## config.mk

```make
export PLATFORM = sky130hd
export DESIGN_NAME = eewp_ctrl
export DESIGN_NICKNAME = d
export VERILOG_FILES = /design/src/rtl/eewp_pkg.sv /design/src/rtl/eewp_timer.sv /design/src/rtl/eewp_wel.sv /design/src/rtl/eewp_prot.sv /design/src/rtl/eewp_ctrl.sv
export SDC_FILE = /design/constraint.sdc
export NUM_CORES = 1
export LEC_CHECK = 0
export BUFFER_PORTS_ARGS = -buffer_cell sky130_fd_sc_hd__buf_2
export CAP_MARGIN = 10
export CORE_MARGIN = 2
export CORE_UTILIZATION = 43
export DETAILED_ROUTE_END_ITERATION = 10
export PLACE_DENSITY_LB_ADDON = 0.2
export SLEW_MARGIN = 5
export SYNTH_ARGS = -nofsm -noshare
export SYNTH_HDL_FRONTEND = slang
export SYNTH_SLANG_ARGS = --single-unit
```

## constraint.sdc

```tcl
create_clock -name clk -period 1.6 [get_ports clk]
set_input_delay 0.32 -clock clk [delete_from_list [all_inputs] [get_ports clk]]
set_output_delay 0.32 -clock clk [all_outputs]
set_load 0.05 [all_outputs]
```

## src/rtl/eewp_pkg.sv

```systemverilog
package eewp_pkg;
  typedef struct packed {
    logic       wpen;
    logic [1:0] lvl;
  } prot_t;

  localparam logic [7:0] STAT_BUSY = 8'hFF;

  function automatic logic [7:0] pack_status(prot_t p, logic wen);
    return {p.wpen, 3'b000, p.lvl, wen, 1'b0};
  endfunction
endpackage

```

## src/rtl/eewp_timer.sv

```systemverilog
module eewp_timer #(
  parameter int T_WC = 8
) (
  input  logic clk,
  input  logic rst_n,
  input  logic start,
  output logic busy,
  output logic done
);
  localparam int CNT_W = (T_WC > 1) ? $clog2(T_WC) : 1;
  localparam logic [CNT_W-1:0] LOAD = CNT_W'(T_WC - 1);

  logic [CNT_W-1:0] cnt_q;
  logic             busy_q;

  assign busy = busy_q;
  assign done = busy_q && (cnt_q == '0);

  always_ff @(posedge clk or negedge rst_n) begin
    if (!rst_n) begin
      busy_q <= 1'b0;
      cnt_q  <= '0;
    end else if (start && !busy_q) begin
      busy_q <= 1'b1;
      cnt_q  <= LOAD;
    end else if (done) begin
      busy_q <= 1'b0;
    end else if (busy_q) begin
      cnt_q <= cnt_q - 1'b1;
    end
  end

  // The caller must never restart a running cycle
  assert_start_idle_R4: assert property (@(posedge clk) disable iff (!rst_n)
    start |-> !busy_q);
endmodule

```

## src/rtl/eewp_wel.sv

```systemverilog
module eewp_wel (
  input  logic clk,
  input  logic rst_n,
  input  logic set,
  input  logic clr,
  input  logic done,
  output logic wen
);
  logic wen_q;
  assign wen = wen_q;

  always_ff @(posedge clk or negedge rst_n) begin
    if (!rst_n)           wen_q <= 1'b0;
    else if (clr || done) wen_q <= 1'b0;
    else if (set)         wen_q <= 1'b1;
  end
endmodule

```

## src/rtl/eewp_prot.sv

```systemverilog
module eewp_prot
  import eewp_pkg::*;
#(
  parameter int ADDR_W = 15
) (
  input  logic              clk,
  input  logic              rst_n,
  input  logic              load,
  input  prot_t             load_val,
  input  logic              done,
  input  logic [ADDR_W-1:0] addr,
  output prot_t             cur,
  output logic              hit
);
  prot_t cur_q, pend_q;
  logic  pend_vld_q;

  assign cur = cur_q;

  always_comb begin
    unique case (cur_q.lvl)
      2'b00: hit = 1'b0;
      2'b01: hit = &addr[ADDR_W-1 -: 2];
      2'b10: hit = addr[ADDR_W-1];
      default: hit = 1'b1;
    endcase
  end

  always_ff @(posedge clk or negedge rst_n) begin
    if (!rst_n) begin
      cur_q      <= '0;
      pend_q     <= '0;
      pend_vld_q <= 1'b0;
    end else if (load) begin
      pend_q     <= load_val;
      pend_vld_q <= 1'b1;
    end else if (done && pend_vld_q) begin
      cur_q      <= pend_q;
      pend_vld_q <= 1'b0;
    end
  end

  // Stored bits change only at the end of a write cycle
  assert_bits_hold_R7: assert property (@(posedge clk) disable iff (!rst_n)
    !$past(pend_vld_q) |-> $stable(cur_q));
endmodule

```

## src/rtl/eewp_ctrl.sv

```systemverilog
module eewp_ctrl
  import eewp_pkg::*;
#(
  parameter int ADDR_W = 15,
  parameter int T_WC   = 8
) (
  input  logic              clk,
  input  logic              rst_n,
  input  logic              cmd_wren,
  input  logic              cmd_wrdi,
  input  logic              cmd_rdsr,
  input  logic              cmd_wrsr,
  input  logic [7:0]        wrsr_data,
  input  logic              cmd_write,
  input  logic [ADDR_W-1:0] wr_addr,
  output logic [7:0]        status,
  output logic              rd_valid,
  output logic [7:0]        rd_data,
  output logic              grant,
  output logic              deny
);
  logic  busy, done, wen, hit;
  logic  acc_wren, acc_wrsr, acc_write;
  prot_t cur, new_bits;
  logic  grant_q, deny_q, rd_valid_q;
  logic [7:0] rd_data_q;
  logic  unused_bits;

  assign unused_bits = ^{wrsr_data[6:4], wrsr_data[1:0]};
  assign new_bits    = '{wpen: wrsr_data[7], lvl: wrsr_data[3:2]};

  assign acc_wren  = cmd_wren  && !busy;
  assign acc_wrsr  = cmd_wrsr  && !busy && wen;
  assign acc_write = cmd_write && !busy && wen && !hit;

  eewp_timer #(.T_WC(T_WC)) u_timer (
    .clk(clk), .rst_n(rst_n), .start(acc_wrsr || acc_write),
    .busy(busy), .done(done));

  eewp_wel u_wel (
    .clk(clk), .rst_n(rst_n), .set(acc_wren), .clr(cmd_wrdi),
    .done(done), .wen(wen));

  eewp_prot #(.ADDR_W(ADDR_W)) u_prot (
    .clk(clk), .rst_n(rst_n), .load(acc_wrsr), .load_val(new_bits),
    .done(done), .addr(wr_addr), .cur(cur), .hit(hit));

  assign status = busy ? STAT_BUSY : pack_status(cur, wen);

  always_ff @(posedge clk or negedge rst_n) begin
    if (!rst_n) begin
      grant_q    <= 1'b0;
      deny_q     <= 1'b0;
      rd_valid_q <= 1'b0;
      rd_data_q  <= '0;
    end else begin
      grant_q    <= acc_write;
      deny_q     <= cmd_write && !acc_write;
      rd_valid_q <= cmd_rdsr;
      if (cmd_rdsr) rd_data_q <= status;
    end
  end

  assign grant    = grant_q;
  assign deny     = deny_q;
  assign rd_valid = rd_valid_q;
  assign rd_data  = rd_data_q;

  // Input contract: one instruction strobe per cycle
  assert_one_strobe_R11: assert property (@(posedge clk) disable iff (!rst_n)
    $onehot0({cmd_wren, cmd_wrdi, cmd_rdsr, cmd_wrsr, cmd_write}));

  assert_grant_deny_excl_R11: assert property (@(posedge clk) disable iff (!rst_n)
    !(grant && deny));

  assert_grant_needs_wen_R8: assert property (@(posedge clk) disable iff (!rst_n)
    grant |-> $past(wen) && !$past(busy));

  assert_grant_unprot_R9: assert property (@(posedge clk) disable iff (!rst_n)
    grant |-> !$past(hit));

  assert_busy_ignores_R10: assert property (@(posedge clk) disable iff (!rst_n)
    $past(busy) && $past(cmd_write) |-> deny);

  assert_end_clears_wen_R6: assert property (@(posedge clk) disable iff (!rst_n)
    $fell(busy) |-> !wen);
endmodule

```

# Word level (Yosys, flattened, before mapping)
# Cells that the tools add are included.
dict set report word_totals {
  wordCells 52
  input_bits 30
  regBits 23
  out_inout_bits 19
}
dict set report op_classes {
  n_reduce_logical 24
  addsub 1
  n_bitwise 1
  eq_ne 3
  n_mux 11
}
# cell count
set op_table {}
lappend op_table {{1-bit logical AND} 10}
lappend op_table {{3-bit 2-to-1 mux} 3}
lappend op_table {{8-bit 2-to-1 mux} 1}
lappend op_table {{2-bit nonzero test} 4}
lappend op_table {{1-bit 2-to-1 mux} 6}
lappend op_table {{2-bit AND reduction} 3}
lappend op_table {{1-bit zero test} 3}
lappend op_table {{3-bit zero test} 1}
lappend op_table {{1-bit one-hot mux with 3 select lines} 1}
lappend op_table {{3-bit by 1-bit subtractor with 3-bit output, second input constant} 1}
lappend op_table {{2-bit by 1-bit equality test with 1-bit output, second input constant} 1}
lappend op_table {{2-bit equality test, second input constant} 1}
lappend op_table {{2-bit zero test} 1}
lappend op_table {{1-bit logical OR} 2}
lappend op_table {{2-bit != test, second input constant} 1}
lappend op_table {{1-bit inverter} 1}

# Longest topological paths before layout
# Gate-level depths: netlist of the first run.
dict set report logic_depth {
  depth_word 8
  depth_mapped 5
  mapped_depth_nobuf 5
}

# Modules after synthesis
# From an unflattened synthesis of the first run, not the netlist that was laid out.
dict set report unflattened {
  cells_unflattened 73
  hier_area_um2 932.1
}
# mod seq_area_each_um2 n_inst cells_per_inst area_per_inst_um2
set by_module_without_submodules {}
lappend by_module_without_submodules {eewp_ctrl 200.2 1 32 379.1}
lappend by_module_without_submodules {eewp_prot 175.2 1 19 300.3}
lappend by_module_without_submodules {eewp_timer 100.1 1 19 214.0}
lappend by_module_without_submodules {eewp_wel 25.0 1 3 38.8}

# Worst setup path before layout of the first run
# OpenSTA, ideal clock, no wires.
dict set report synth_path {
  kind {register -> register}
  from {reg u_timer.busy_q (netlist: u_timer.busy)}
  to {reg rd_data_q[1] (netlist: rd_data[1])}
  slack_ns 0.148
  stages_incl_launch_ff 4
  n_path_buf 1
  arrival_time_ns 1.327
  setup_time_ns 0.125
  t_required_ns 1.475
  period_less_slack_ns 1.452
  cell_sequence {dfrtp_1 -> buf_2 -> or2_1 -> mux2_2}
}
dict set report synth_via {
  elab_chain_len 1
}
# element line_no
set synth_lines {}
lappend synth_lines {{start, declared} eewp_timer.sv:14} ;# logic busy_q;
lappend synth_lines {{start signal, assigned} eewp_timer.sv:21} ;# busy_q <= 1'b0;
lappend synth_lines {{start signal, assigned} eewp_timer.sv:24} ;# busy_q <= 1'b1;
lappend synth_lines {{start signal, assigned} eewp_timer.sv:27} ;# busy_q <= 1'b0;
lappend synth_lines {{8-bit 2-to-1 mux} eewp_ctrl.sv:48} ;# assign status = busy ? STAT_BUSY : pack_status(cur, wen);
lappend synth_lines {{via status[1]} eewp_ctrl.sv:16} ;# output logic [7:0] status,
lappend synth_lines {{end signal, assigned} eewp_ctrl.sv:60} ;# if (cmd_rdsr) rd_data_q <= status;
lappend synth_lines {{end, declared} eewp_ctrl.sv:26} ;# logic [7:0] rd_data_q;
# The timed path passes the listed nets, and every way through them passes these cells.
# A chain may end at the register's enable or synchronous reset.

# Final worst setup path of the first run
dict set report layout_path {
  from {reg u_timer.busy_q (netlist: u_timer.busy)}
  to {out status[7]}
}
dict set report layout_via {
  elab_chain_len 1
}
# element line_no
set layout_lines {}
lappend layout_lines {{8-bit 2-to-1 mux} eewp_ctrl.sv:48}
lappend layout_lines {{end, declared} eewp_ctrl.sv:16}
# Every way passes these cells.

==> results of run 1 <==
==> registers in the layout, indices dropped and copies added (netlist names) <==
name / flops
rd_data: 5
u_prot.cur: 3
u_prot.pend_q: 3
u_timer.cnt_q: 3
deny: 1
grant: 1
rd_valid: 1
u_prot.pend_vld_q: 1
u_timer.busy: 1
u_wel.wen: 1
==> cells in the mapped netlist <==
library cell / n / area [sq um]
and4_1: 1 / 8.760
nor2b_2: 1 / 8.760
inv_1: 3 / 11.26
buf_2: 2 / 10.01
or2_1: 4 / 25.02
o21ai_0: 5 / 25.02
nand3_1: 5 / 25.02
nand2b_1: 2 / 12.51
and3b_1: 1 / 8.760
nor2b_1: 2 / 12.51
dfrtp_1: 20 / 500.5
ha_1: 2 / 25.02
a21oi_1: 1 / 5.000
buf_4: 7 / 52.55
mux2_2: 11 / 123.9
or3_1: 1 / 6.260
nand2_1: 5 / 18.77
a41oi_2: 1 / 16.27
o211ai_1: 1 / 7.510
==> layer usage <==
metal,share of wire,track usage
met5,0,0
met4,0.0074,0.05556
met3,0.089,0.04242
met2,0.46,0.2089
met1,0.45,0.1831
==> logic make-up (layout without fill, tap and decap cells) <==
| group | Yosys count | after routing | synth area share |
|---|---|---|---|
| mux | 11 | 11 | 0.1371 |
| buf+inv | 12 | 41 | 0.08172 |
| simple gates | 22 | 22 | 0.1399 |
| compound gates | 8 | 8 | 0.05956 |
| fa+ha+maj | 2 | 2 | 0.02770 |
| flops | 20 | 20 | 0.5540 |
==> per-stage QoR <==
step           hold slack, ps  cells  utilization  area (sq um)
2_1_floorplan           24.41     75            -         903.4
3_3_place_gp            287.0    123       0.5223          1025
3_5_place_dp            288.8    123       0.5223          1025
4_1_cts                 150.1    131       0.5580          1095
5_1_grt                 154.6    131       0.5606          1100
6_report                162.3    131       0.5606          1100
==> worst max-delay path by stage <==
stage | slack (ps) | depth (start not counted) | to
6_report | 60 | 2 | status[7]
5_1_grt | 0.5 | 2 | status[7]
4_1_cts | 50 | 2 | status[1]
3_5_place_dp | 150 | 5 | u_prot.cur[2]
3_3_place_gp | 170 | 3 | u_timer.cnt_q[1]
2_1_floorplan | 150 | 3 | rd_data[1]
==> cell usage in the layout, fill, tap and decap left out, types with 3 or more instances in the layout <==
cell	count
buf_2	28
inv_1	3
dfrtp_1	19
or2_1	4
o21ai_0	5
nand3_1	5
buf_4	5
clkbuf_4	3
nand2_1	5
mux2_2	11
==> timing repair <==
item	4_1_cts	5_1_grt
hold buffers	1	0
endpoints found under the hold margin	20	0
resized for setup	1	4
buffers inserted	3	0
endpoints found under the setup margin	4	2
==> cell type report <==
type	instances	area, sq um	share of cell area
flip-flops and latches	20	501.7	0.4562
inverters	3	11.26	0.01024
clock buffers	4	36.28	0.03299
multi-input cells	43	329.1	0.2992
repair buffers	34	187.7	0.1706
well taps	27	33.78	0.03072
==> worst register-to-register path: cells and delay by family, from the launching register on <==
family                     cells  cell delay, ps
DFF                            1             390
and+or+nand+nor                2             360
muxes                          1             300
adders and majority gates      1             190
buffers and inverters          1             110
==> impl_metrics.yaml, run 1 <==
run_status:
  status: "complete, no violations"
worst_hold_path:
  hold-path-endpoint: "u_wel.wen"
  worstHoldStart: "cmd_wrdi"
  min_path_type: "input pin to flop"
  worstHoldPathCells: 2
global_route:
  first_global_vias: 604
  grt_max_degree: 21
  track_usage: 0.1378
  grt_overflow: 0
  antenna_found_initial: 0
  grt_pass1_wl_mm: 2.608
clock_tree:
  cts.sinks: 20
  cts_tree: "yes"
  clk_latency_ps: 300
  path_clk_slew_ps: 100
  cts-root-buf: "clkbuf_4"
  cts_buffers: 3
  htreeDepth: 1
  clockBufferDepth: 2
sta:
  fin_crit_ps: 1537
  fin_ws_ps: 62.70
  slew_viol_final: 0
  setup-violations-final: 0
  max_slew_margin: 0.7111
  fin_crit_sh: 0.9608
  skew_ps: 6.948
  tns_ps: 0
  hold_viol_final: 0
  fmax_mhz: 650.5
  rsz0062_at_grt: "no"
  tightestPinTransition_ps: 433.3
setup_path:
  cp_max_fo: 8
  max_stage_delay_ps: 470
  worst-path-buf-inv: 1
  crit_arrival_ps: 1220
  startpoint: "u_timer.busy"
  crit_path_start_kind: "flop"
  crit_family: "flip-flops"
  r2r_end: "u_prot.cur[0]"
  rr_worst_depth: 5
  slowest_stage: "dfrtp_2"
  worstPathCellList: "or2_1 -> buf_2"
  timing_worst_setup_path_type: "flop to output port"
  reg2reg_from: "u_timer.cnt_q[0]"
  worstPathRequired_ps: 1280
  crit_path_end_kind: "output port"
  rrSetupSlack_ps: 150
layout:
  drive_gt1_frac: 0.4904
  fillers: 188
  area_growth_pct: 21.74
  nets: 137
  diodes: 0
logic_synthesis:
  ys_warn_count: 0
  synth-seq-cells: 20
  syn_area_per_cell_sq_um: 12.04
  ys_seq_area_frac: 0.5540
  syn_area_sq_um: 903.4
  syn_nets: 107
  synthDistinctLibCells: 19
  syn_inst: 75
die:
  initial_core_util: 0.4605
  core_sq_um: 1962
  rows: 16
  die_area_sq_um: 2484
  die_w_microns: 49.84
  io-pin-count: 49
  die-height_microns: 49.84
drt:
  wirelength_mm: 1.483
  wl_per_cell_microns: 11.32
  vias_per_cell: 4.786
  antenna_left: 0
  drt_iter0_drc: 6
  first_pass_iters: 4
  drc: 0
  vias: 627
place:
  gp_congestion: 0.7126
  dp_slack_ps: 146.8
  io_buffers: 30
  place_hpwl_mm: 1.122
job:
  cap_violations: 0
Power of run 1 is left out: the tool's default activity adds up to more than one toggle a clock period on the data nets, which glitch-free logic cannot reach.
==> run 2, diff against run 1 <==
CELL_PAD_IN_SITES_DETAIL_PLACEMENT = 0   (was default)
CELL_PAD_IN_SITES_GLOBAL_PLACEMENT = 1   (was default)
CORE_ASPECT_RATIO = 0.5   (was default)
CORE_UTILIZATION = 34   (was 43)
clock period = 1.9 ns   (was 1.6 ns; I/O delays follow)
==> impl_metrics.yaml, run 2 (synthesis gave the netlist of run 1 again) <==
setup_path:
  cp_max_fo: 16
  slowest_stage: "dfrtp_1"
  crit_path_end_kind: "output port"
  crit_arrival_ps: 1320
  crit_path_start_kind: "flop"
  rr_worst_depth: 5
  worstPathRequired_ps: 1520
  timing_worst_setup_path_type: "flop to output port"
  worstPathCellList: "or2_1 -> buf_2"
  max_stage_delay_ps: 540
place:
  placed_cell_area_sq_um: 1037
  io_buffers: 30
  dp_slack_ps: 428.6
  place_hpwl_mm: 1.262
  gp_congestion: 0.6459
die:
  die-height_microns: 40.45
  die_w_microns: 76.90
  core_sq_um: 2554
  rows: 13
  io-pin-count: 49
  initial_core_util: 0.3537
  die_area_sq_um: 3110
layout:
  layout_common_cells: "buf_2 (30), dfrtp_1 (20), mux2_2 (11)"
  diodes: 0
  finalInstanceArea_sq_um: 1109
  final_common_cell: "buf_2"
  drive_gt1_frac: 0.4700
  area_growth_pct: 22.71
  largest_reg_flops: 5
  nets: 133
global_route:
  track_usage: 0.1229
  antenna_found_initial: 0
  grt_pass1_wl_mm: 2.808
  grt_overflow: 0
  met1_usage: 0.1298
  grt_max_degree: 21
  grt_busiest_layer: "met2"
  met3_usage: 0.05856
  grtUsageMet2: 0.2368
  first_global_vias: 634
clock_tree:
  cts_tree: "yes"
  cts-root-buf: "clkbuf_8"
  cts_setup_buffers: 0
  clockBufferDepth: 2
  path_clk_slew_ps: 70
  cts_hold_buf: 0
  ctsResizeCount: 0
  cts_buffers: 3
  clk_latency_ps: 260
  htreeDepth: 1
  cts.sinks: 20
run_status:
  status: "complete, no violations"
drt:
  drc: 0
  wirelength_mm: 1.648
  drt_iter0_drc: 23
  vias: 616
  first_pass_iters: 4
  antenna_left: 0
  vias_per_cell: 4.496
  wl_per_cell_microns: 12.03
sta:
  tns_ps: 0
  fin_ws_ps: 198.7
  tightestPinTransition_ps: 451.7
  max_slew_margin: 0.6989
  fin_crit_sh: 0.8954
  skew_ps: 1.982
  slew_viol_final: 0
  rsz0062_at_grt: "no"
  setup-violations-final: 0
  fmax_mhz: 587.8
  hold_viol_final: 0
  fin_crit_ps: 1701
worst_hold_path:
  min_path_type: "input pin to asynchronous set/reset pin"
job:
  cap_violations: 0
## run 2: stage by stage
stage               hold WS, ps  utilization  instances
floorplan                 84.41            -         75
global placement          341.6       0.4062        133
detailed placement        354.5       0.4062        133
CTS                       72.31       0.4341        137
global route              95.46       0.4341        137
finish                    60.49       0.4341        137
## run 2: layout make-up
| type | count | area (sq um) |
|---|---|---|
| Inverter | 3 | 11.26 |
| Tap cell | 37 | 46.29 |
| Timing Repair Buffer | 30 | 150.1 |
| Fill cell | 258 | 1445 |
| Clock inverter | 1 | 30.03 |
| Multi-Input combinational cell | 43 | 329.1 |
| Sequential cell | 20 | 500.5 |
| Clock buffer | 3 | 41.29 |
## run 2: per-layer routing
layer  up-vias  wire length (microns)
met3         0                    124
li1        300                      -
met1       301                    725
met2        15                    798
met4         0                      0
met5         -                      0
## run 2: final timing paths
kind,startpoint,to,slack (ps)
min,rst_n,u_timer.busy,60
max reg2reg,u_timer.cnt_q[0],u_prot.cur[2],440
min reg2reg,rd_data[1],rd_data[1],510
max,u_timer.busy,status[1],200
max in group asynchronous,rst_n,u_prot.cur[0],1530
min in group clk,cmd_wrdi,u_wel.wen,260
## run 2: critical path: cells and delay by family (launching register included)
| kind | cells | cell delay [ps] |
|---|---|---|
| buffers and inverters | 1 | 220 |
| flip-flops | 1 | 540 |
| AND/OR/NAND/NOR | 1 | 310 |
Power of run 2 is left out for the same reason.
==> run 3, diff against run 2 <==
SETUP_SLACK_MARGIN = 0.4   (was default)
==> impl_metrics.yaml, run 3 (synthesis gave the netlist of run 1 again) <==
sta:
  fmax_mhz: 668.7
  tns_ps: 0
  fin_crit_ps: 1495
  skew_ps: 1.689
  fin_crit_sh: 0.7871
  max_slew_margin: 0.6979
  hold_viol_final: 0
  rsz0062_at_grt: "yes"
  tightestPinTransition_ps: 453.2
  setup-violations-final: 0
  slew_viol_final: 0
run_status:
  status: "complete, no violations"
power:
  p_leak_nw: 0.5788
  peakVddDrop_v: 0.001020
  power_mw: 2.657
  power.density_nw_per_um2: 2217
place:
  io_buffers: 30
  gp_congestion: 0.6459
  place_hpwl_mm: 1.262
drt:
  first_pass_iters: 4
  wirelength_mm: 1.717
  drt_iter0_drc: 26
  vias: 651
  wl_per_cell_microns: 12.09
  antenna_left: 0
  vias_per_cell: 4.585
  drc: 0
clock_tree:
  path_clk_slew_ps: 70
  cts.sinks: 20
  clockBufferDepth: 2
  cts_tree: "yes"
  cts_hold_buf: 0
  cts_buffers: 3
  clk_latency_ps: 260
  htreeDepth: 1
  cts-root-buf: "clkbuf_8"
die:
  io-pin-count: 49
  rows: 13
  die-height_microns: 40.45
  die_area_sq_um: 3110
  die_w_microns: 76.90
  initial_core_util: 0.3537
  core_sq_um: 2554
setup_path:
  crit_path_start_kind: "flop"
  worstPathCellList: "or2_4 -> buf_8"
  worstPathRequired_ps: 1520
  timing_worst_setup_path_type: "flop to output port"
  crit_family: "flip-flops"
  slowest_stage: "dfrtp_2"
  crit_path_end_kind: "output port"
  crit_arrival_ps: 1120
  rr_worst_depth: 3
  cp_max_fo: 7
  worst-path-buf-inv: 1
  max_stage_delay_ps: 450
  cp.depth: 2
global_route:
  grt_overflow: 0
  first_global_vias: 655
  antenna_found_initial: 0
  grt_max_degree: 21
  track_usage: 0.1255
  grt_pass1_wl_mm: 2.870
layout:
  layout_common_cells: "buf_2 (22), dfrtp_1 (19), mux2_2 (11)"
  multi_input_area_sq_um: 341.6
  diodes: 0
  final_core_util: 0.4694
  area_growth_pct: 32.69
  regArea_sq_um: 501.7
  final_common_cell: "buf_2"
  nets: 138
  largest_reg_flops: 5
  drive_gt1_frac: 0.5429
  fillers: 257
worst_hold_path:
  min_path_type: "input pin to asynchronous set/reset pin"
job:
  cap_violations: 0
## run 3: cell types whose count changed in the layout (fill, tap and decap cells not counted), sizes merged
cell / before / now
buf: 30 / 33
clkbuf: 3 / 5
## run 3: report_power, final
group / switching (mW) / internal (mW) / total (mW)
Sequential: 0.118 / 0.606 / 0.724
Clock: 0.140 / 0.281 / 0.421
Combinational: 0.982 / 0.530 / 1.51
## run 3: repair_timing
action                     CTS  global route
pin swaps                    2             0
gates resized for setup     10            10
setup buffers                4             1
setup endpoints to repair    8            11
## run 3: worst register-to-register path, stage by stage (launching register included)
cell and delay [ps]:
dfrtp_2 450, buf_4 160, and3b_1 340, mux2_2 360
## run 3: path summary, 6_finish.rpt
kind                               from               end  slack, ps
setup / recovery           u_timer.busy         status[2]        400
hold / removal                    rst_n      u_timer.busy         60
setup reg to reg           u_timer.busy  u_prot.pend_q[1]        470
max in group asynchronous         rst_n      u_timer.busy       1510
min in group clk               cmd_wrdi         u_wel.wen        260
hold reg to reg              rd_data[1]        rd_data[1]        500
## run 3: final cells by class
type	count	share of cell area
flip-flops and latches	20	0.4186
multi-input cells	43	0.2850
repair buffers	35	0.1889
well taps	37	0.03862
clock buffers	3	0.03445
clock inverters	1	0.02505
inverters	3	0.009395
## run 3: through the flow
step | cells | cell area [sq um] | worst slack [ps] | hold slack, ps
final | 142 | 1199 | 404.5 | 61.97
after global routing | 142 | 1199 | 359.6 | 95.42
after CTS | 141 | 1167 | 392.7 | 72.62
after detailed placement | 133 | 1037 | 428.6 | 354.5
after global placement | 133 | 1037 | 438.6 | 341.6
after floorplan | 75 | 903.4 | 448.4 | 84.41
## run 3: layer usage
metal	vias up	wire length [microns]	GRT usage
met3	0	116	0.05856
met4	0	0	0.02727
met5	-	0	0
li1	310	-	-
met1	326	735	0.1311
met2	15	865	0.2456
Power figures use the tool's default switching activity.
